--- src/rtl/vtp_pkg.sv ---
package vtp_pkg;
   localparam int unsigned ADDR_W = 2;

   typedef enum logic [ADDR_W-1:0] {
      REG_CTRL   = 2'd0,
      REG_COUNT  = 2'd1,
      REG_DUTY   = 2'd2,
      REG_PERIOD = 2'd3
   } reg_addr_e;

   typedef enum logic [1:0] {
      SRC_STOP = 2'd0,
      SRC_FREE = 2'd1,
      SRC_EXT0 = 2'd2,
      SRC_EXT1 = 2'd3
   } clk_src_e;

   localparam int unsigned CTL_MODE_LSB = 0;
   localparam int unsigned CTL_FORCE    = 2;
   localparam int unsigned CTL_FCLR     = 3;
   localparam int unsigned CTL_MIN_W    = 4;
endpackage

--- src/rtl/vtp_tick_sel.sv ---
module vtp_tick_sel
   import vtp_pkg::*;
#(
   parameter bit EXT_BOTH = 1'b1
) (
   input  logic [1:0] clk_sel,
   input  logic       tick_en,
   output logic       advance
);
   logic ext_hit;

   generate
      if (EXT_BOTH) begin : g_ext_both
         assign ext_hit = clk_sel[1] & tick_en;
      end else begin : g_ext_one
         assign ext_hit = (clk_sel == SRC_EXT0) & tick_en;
      end
   endgenerate

   always_comb begin
      case (clk_src_e'(clk_sel))
         SRC_STOP: advance = 1'b0;
         SRC_FREE: advance = 1'b1;
         default:  advance = ext_hit;
      endcase
   end
endmodule

--- src/rtl/vtp_counter.sv ---
module vtp_counter #(
   parameter int unsigned CNT_W      = 8,
   parameter logic [CNT_W-1:0] PERIOD_RST = '1
) (
   input  logic             clk,
   input  logic             rst_n,
   input  logic             advance,
   input  logic             cnt_wr,
   input  logic             per_wr,
   input  logic [CNT_W-1:0] wr_data,
   output logic [CNT_W-1:0] cnt_q,
   output logic [CNT_W-1:0] period_q,
   output logic [CNT_W-1:0] next_val,
   output logic             step,
   output logic             wrap
);
   localparam logic [CNT_W-1:0] ONE = CNT_W'(1);

   logic at_top;

   assign at_top   = (cnt_q == period_q);
   assign step     = advance & ~cnt_wr;
   assign wrap     = step & at_top;
   assign next_val = at_top ? '0 : cnt_q + ONE;

   always_ff @(posedge clk) begin
      if (!rst_n) begin
         cnt_q <= '0;
      end else if (cnt_wr) begin
         cnt_q <= wr_data;
      end else if (step) begin
         cnt_q <= next_val;
      end
   end

   always_ff @(posedge clk) begin
      if (!rst_n) begin
         period_q <= PERIOD_RST;
      end else if (per_wr) begin
         period_q <= wr_data;
      end
   end
endmodule

--- src/rtl/vtp_duty_buf.sv ---
module vtp_duty_buf #(
   parameter int unsigned CNT_W = 8
) (
   input  logic             clk,
   input  logic             rst_n,
   input  logic             duty_wr,
   input  logic [CNT_W-1:0] wr_data,
   input  logic             wrap,
   output logic [CNT_W-1:0] duty_hold,
   output logic [CNT_W-1:0] duty_act,
   output logic [CNT_W-1:0] duty_eff
);
   assign duty_eff = wrap ? duty_hold : duty_act;

   always_ff @(posedge clk) begin
      if (!rst_n) begin
         duty_hold <= '0;
      end else if (duty_wr) begin
         duty_hold <= wr_data;
      end
   end

   always_ff @(posedge clk) begin
      if (!rst_n) begin
         duty_act <= '0;
      end else if (wrap) begin
         duty_act <= duty_hold;
      end
   end
endmodule

--- src/rtl/vtp_out_ctrl.sv ---
module vtp_out_ctrl
   import vtp_pkg::*;
#(
   parameter int unsigned CNT_W     = 8,
   parameter bit          SET_WINS  = 1'b1,
   parameter bit          IDLE_LVL  = 1'b0
) (
   input  logic             clk,
   input  logic             rst_n,
   input  logic             step,
   input  logic [CNT_W-1:0] next_val,
   input  logic [CNT_W-1:0] duty_eff,
   input  logic             ctrl_wr,
   input  logic [CNT_W-1:0] wr_data,
   input  logic             irq_ack,
   output logic [1:0]       mode_q,
   output logic             match,
   output logic             pwm_out,
   output logic             cmp_flag
);
   logic       zero_hit;
   logic       force_req;
   logic [1:0] new_mode;
   logic       flag_clr;
   logic       lvl_q;
   logic       lvl_d;
   logic       flag_d;

   assign new_mode  = wr_data[CTL_MODE_LSB +: 2];
   assign force_req = ctrl_wr & wr_data[CTL_FORCE] & new_mode[1];
   assign flag_clr  = irq_ack | (ctrl_wr & wr_data[CTL_FCLR]);
   assign match     = step & (next_val == duty_eff);
   assign zero_hit  = step & (next_val == '0);

   always_comb begin
      lvl_d = lvl_q;
      if (force_req) begin
         lvl_d = new_mode[0];
      end else if (mode_q[1]) begin
         if (match) begin
            lvl_d = mode_q[0];
         end else if (zero_hit) begin
            lvl_d = ~mode_q[0];
         end
      end
   end

   generate
      if (SET_WINS) begin : g_set_wins
         always_comb begin
            if (match)         flag_d = 1'b1;
            else if (flag_clr) flag_d = 1'b0;
            else               flag_d = cmp_flag;
         end
      end else begin : g_clr_wins
         always_comb begin
            if (flag_clr)      flag_d = 1'b0;
            else if (match)    flag_d = 1'b1;
            else               flag_d = cmp_flag;
         end
      end
   endgenerate

   always_ff @(posedge clk) begin
      if (!rst_n) begin
         mode_q   <= 2'b00;
         lvl_q    <= 1'b0;
         cmp_flag <= 1'b0;
      end else begin
         if (ctrl_wr) begin
            mode_q <= new_mode;
         end
         lvl_q    <= lvl_d;
         cmp_flag <= flag_d;
      end
   end

   assign pwm_out = mode_q[1] ? lvl_q : IDLE_LVL;
endmodule

--- src/rtl/vtop_pwm_timer.sv ---
module vtop_pwm_timer
   import vtp_pkg::*;
#(
   parameter int unsigned CNT_W    = 8,
   parameter bit          SET_WINS = 1'b1,
   parameter bit          EXT_BOTH = 1'b1
) (
   input  logic             clk,
   input  logic             rst_n,
   input  logic             wr_en,
   input  logic [1:0]       wr_addr,
   input  logic [CNT_W-1:0] wr_data,
   input  logic [1:0]       clk_sel,
   input  logic             tick_en,
   input  logic             irq_ack,
   output logic             pwm_out,
   output logic             cmp_flag,
   output logic [CNT_W-1:0] count_out
);
   generate
      if (CNT_W < CTL_MIN_W) begin : g_bad_width
         $error("vtop_pwm_timer: CNT_W must hold the control bits");
      end
   endgenerate

   logic             advance;
   logic             ctrl_wr;
   logic             cnt_wr;
   logic             duty_wr;
   logic             per_wr;
   logic [CNT_W-1:0] cnt_q;
   logic [CNT_W-1:0] period_q;
   logic [CNT_W-1:0] next_val;
   logic             step;
   logic             wrap;
   logic [CNT_W-1:0] duty_hold;
   logic [CNT_W-1:0] duty_act;
   logic [CNT_W-1:0] duty_eff;
   logic [1:0]       mode_q;
   logic             match;

   assign ctrl_wr = wr_en & (wr_addr == REG_CTRL);
   assign cnt_wr  = wr_en & (wr_addr == REG_COUNT);
   assign duty_wr = wr_en & (wr_addr == REG_DUTY);
   assign per_wr  = wr_en & (wr_addr == REG_PERIOD);

   vtp_tick_sel #(.EXT_BOTH(EXT_BOTH)) u_tick (
      .clk_sel (clk_sel),
      .tick_en (tick_en),
      .advance (advance)
   );

   vtp_counter #(.CNT_W(CNT_W)) u_cnt (
      .clk      (clk),
      .rst_n    (rst_n),
      .advance  (advance),
      .cnt_wr   (cnt_wr),
      .per_wr   (per_wr),
      .wr_data  (wr_data),
      .cnt_q    (cnt_q),
      .period_q (period_q),
      .next_val (next_val),
      .step     (step),
      .wrap     (wrap)
   );

   vtp_duty_buf #(.CNT_W(CNT_W)) u_duty (
      .clk       (clk),
      .rst_n     (rst_n),
      .duty_wr   (duty_wr),
      .wr_data   (wr_data),
      .wrap      (wrap),
      .duty_hold (duty_hold),
      .duty_act  (duty_act),
      .duty_eff  (duty_eff)
   );

   vtp_out_ctrl #(.CNT_W(CNT_W), .SET_WINS(SET_WINS)) u_out (
      .clk      (clk),
      .rst_n    (rst_n),
      .step     (step),
      .next_val (next_val),
      .duty_eff (duty_eff),
      .ctrl_wr  (ctrl_wr),
      .wr_data  (wr_data),
      .irq_ack  (irq_ack),
      .mode_q   (mode_q),
      .match    (match),
      .pwm_out  (pwm_out),
      .cmp_flag (cmp_flag)
   );

   assign count_out = cnt_q;
endmodule

--- config.mk ---
export PLATFORM = sky130hd
export DESIGN_NAME = vtop_pwm_timer
export DESIGN_NICKNAME = d
export VERILOG_FILES = /design/src/rtl/vtp_pkg.sv /design/src/rtl/vtp_tick_sel.sv /design/src/rtl/vtp_counter.sv /design/src/rtl/vtp_duty_buf.sv /design/src/rtl/vtp_out_ctrl.sv /design/src/rtl/vtop_pwm_timer.sv
export SDC_FILE = /design/constraint.sdc
export NUM_CORES = 1
export LEC_CHECK = 0
export BUFFER_PORTS_ARGS = -buffer_cell sky130_fd_sc_hd__buf_2
export CORE_ASPECT_RATIO = 1.5
export CORE_MARGIN = 1
export CORE_UTILIZATION = 29
export DETAILED_ROUTE_END_ITERATION = 12
export PLACE_DENSITY = 0.56
export SYNTH_ARGS = -nofsm -noshare
export SYNTH_HDL_FRONTEND = slang
export SYNTH_SLANG_ARGS = --single-unit
--- constraint.sdc ---
create_clock -name clk -period 3.8 [get_ports clk]
set_clock_uncertainty 0.1 [all_clocks]
set_input_delay 0.19 -clock clk [delete_from_list [all_inputs] [get_ports clk]]
set_output_delay 0.19 -clock clk [all_outputs]
set_load 0.01 [all_outputs]
==> reports/results.txt <==
Nets = 280
IO Pins = 27
# rows = 37
Slew Viols, Final = 0
ratio of cells with drive above 1 in the final layout = 19.0%
Final ANT Viol Nets = 0
hold buffer count at cts = 0
vias per cell = 5.26
core box area = 6850 um^2
die width = 70.6 um
Leakage = 0.954 nW
# setup viols final = 0
Root Driver = clkbuf_8
Hold Slack = 0.0506 ns
Placer Congestion = 0.861
vias = 1794
WL/cell = 15.8 um
post-synthesis async set-or-reset flop share = 0%
crit start category = flip-flop
Synth Instances = 242
DP HPWL = 4110 um
worst slew pin tran = 0.900 ns
XOR/XNOR Fraction of Synth Area = 8.00%
Netlist cell types = 52
Crit Path Class = flip-flop to flip-flop
multiplexer area fraction after synthesis = 8.37%
net count after synthesis = 260
Fillers = 755
diode count = 0
Fin. Hold Viols = 0
Worst setup EP type = flip-flop
worst-skew pair later-pin latency = 0.30 ns
main combinational cell family by area after synthesis = simple AND/OR/NAND/NOR gates
total CTS buffers = 5
status = complete, but fails checks
clock sinks = 36
clock buffer depth = 2
Peak VDD IR = 0.145 mV
Layout area overhead = 12.4%
max_slew headroom = 38.3%
Hold WC Path Type = input port to flip-flop
CP Cell Sequence = xor2_1 -> nor4_2 -> and2_1 -> mux2i_1 -> a2111oi_4 -> a31o_1 -> a21boi_1
failing checks = DRC
Clk pin slew, worst setup/hold paths = 0.08 ns
Highest Clock Rate = 0.374 GHz
met1 global-route usage = 18.1%
Primary FF master, synth = dfxtp_1
synthesized flop and latch total = 36
Setup TNS Final = 0 ns
Non-Filler Instances = 341
initial antenna violation count = 0
DR DRC count = 2
CTS tree = yes
Post-Synth Simple-Gate Area = 27.1%
global-route wire length before repair = 8900 um
DRT Pass-1 Iters = 9
Seq/Total Area, Yosys = 35.2%
M3 GR Usage = 2.51%
pin count of the biggest net entering global routing = 20
CP max-delay cell = dfxtp_1
Post-synth EDFFs = 0
buffers added on ports = 26
crit path max fanout = 19
post-synthesis adder-cell area fraction = 0.611%
busiest grt layer = met2
Ys Warns = 0
multi-input logic area = 1220 um^2
fin crit period = 2.67 ns
final cycle utilization of the critical path = 70.4%
CP arrival = 2.77 ns
post-CTS sizing = 0
GRT Total Usage = 15.8%
Starting Density = 29.9%
Routed WL = 5380 um
placed instance count = 333
grt total ovfl = 0
Initial DRC Count = 92
Setup Buffers After CTS = 0
unrepaired setup endpoints after global routing = no
average size of a mapped cell = 8.46 um^2
Req. time, crit path = 3.89 ns
Die H = 105 um
MaxCap Viol Count = 0
register area = 721 um^2
htree depth = 2
pwr/cell area = 388 nW/um^2
vias in the first global route = 1700
crit-path max cell delay = 0.58 ns
mapped cell area = 2050 um^2
die area = 7410 um^2
Synth Area in Compound Gates = 15.5%
M2 GR Usage = 27.7%
routing by layer:
layer / wire length, um / up-vias
li1: - / 896
met1: 2260 / 838
met2: 2770 / 44
met3: 161 / 16
met4: 187 / 0
met5: 0 / -
worst max-delay path, delay by kind of cell, from the launching register on:
| kind | cells | cell delay [ns] |
|---|---|---|
| xor gates and xnor gates | 1 | 0.13 |
| and+or+nand+nor | 2 | 0.93 |
| AOI/OAI and AO/OA | 3 | 0.60 |
| DFF | 1 | 0.58 |
| muxes | 1 | 0.22 |
sequential cells by signal (all words and copies together), names as in the netlist:
| signal | count |
|---|---|
| u_out.lvl_q | 1 |
| u_duty.duty_act | 8 |
| u_cnt.cnt_q | 8 |
| u_cnt.period_q | 8 |
| u_out.mode_q | 2 |
| u_duty.duty_hold | 8 |
| u_out.cmp_flag | 1 |
synth_stat cells (all sizes together), types with 2 or more instances:
library cell,number,share of area (%)
nand3,20,4.9
dfxtp,36,35
clkbuf,6,1.1
o311ai,3,1.3
o211ai,2,0.73
xor2,11,4.7
nor4,4,2.3
a21oi,9,2.2
nand4,2,0.61
or3,2,0.61
xnor2,5,2.1
o21ai,10,2.4
a311oi,2,0.86
mux2i,16,7.8
and2,5,1.8
buf,9,3.8
nand3b,3,1.1
nor3,3,0.73
and3,3,0.92
a31oi,2,0.61
nor2,26,4.8
a211oi,2,0.73
nand2,37,6.8
o2111ai,2,1.2
a31o,3,1.3
or2,3,0.92
metrics by stage:
stage	total power [mW]	util [%]	setup slack [ns]	cell area [um^2]
finish	0.894	33.6	1.13	2300
global route	0.940	33.6	0.859	2300
CTS	0.903	33.6	1.14	2300
detailed placement	0.562	32.0	1.17	2190
global placement	0.561	32.0	1.19	2190
floorplan	0.523	-	1.65	2050
report_power, final:
group	leakage (nW)	total (mW)	switching, mW	internal (mW)
logic	0.606	0.137	0.0776	0.0598
registers	0.293	0.416	0.0237	0.392
clock network	0.0541	0.341	0.147	0.194
worst paths after layout:
check / endpoint / from / slack (ns) / cells past startpoint
worst min-delay path: u_cnt.period_q[5]$_SDFFE_PN1P_ / wr_data[5] / 0.05 / 3
worst max-delay path: u_out.lvl_q$_SDFFE_PN0P_ / u_cnt.cnt_q[0]$_SDFFE_PN0P_ / 1.13 / 7
worst min register to register: u_duty.duty_act[1]$_SDFF_PN0_ / u_duty.duty_act[1]$_SDFF_PN0_ / 0.38 / 2
worst max register to register: u_out.lvl_q$_SDFFE_PN0P_ / u_cnt.cnt_q[0]$_SDFFE_PN0P_ / 1.13 / 7
cells by family (layout without fill, tap and decap cells):
group | Yosys count | after routing
AO/OA/AOI/OAI | 42 | 42
XOR/XNOR | 17 | 17
adder cells (fa/ha/maj) | 1 | 1
buffers and inverters | 17 | 38
flip-flops | 36 | 36
multiplexers | 17 | 17
AND/OR/NAND/NOR | 112 | 112
cell usage in the layout (no fill, tap or decap), types with 2 or more instances in the layout:
| cell type | synthesis | routed |
|---|---|---|
| buf_2 | 2 | 26 |
| a31oi_1 | 2 | 2 |
| o311ai_0 | 3 | 3 |
| or3_1 | 2 | 2 |
| xor2_1 | 11 | 11 |
| mux2i_1 | 16 | 16 |
| o21ai_0 | 9 | 9 |
| nor2_1 | 26 | 26 |
| a21oi_1 | 9 | 9 |
| nand4_1 | 2 | 2 |
| and2_1 | 3 | 3 |
| a311oi_1 | 2 | 2 |
| nand3_1 | 20 | 20 |
| nor4_1 | 2 | 2 |
| nor3_1 | 3 | 3 |
| nand3b_1 | 3 | 3 |
| a31o_1 | 2 | 2 |
| o211ai_1 | 2 | 2 |
| or2_2 | 2 | 2 |
| and2_4 | 2 | 2 |
| dfxtp_1 | 36 | 36 |
| nand2_1 | 37 | 37 |
| and3_1 | 3 | 3 |
| a211oi_1 | 2 | 2 |
| xnor2_1 | 5 | 5 |
| buf_4 | 1 | 2 |
| clkbuf_8 | 0 | 5 |
cell type report:
| type | instances | area share (%) |
|---|---|---|
| Multi-Input combinational cell | 189 | 53.0 |
| Sequential cell | 36 | 31.3 |
| Timing Repair Buffer | 28 | 6.30 |
| Tap cell | 78 | 4.24 |
| Clock buffer | 5 | 2.99 |
| Clock inverter | 3 | 1.85 |
| Inverter | 2 | 0.326 |
Note: power is estimated with default switching activity, not from simulation.
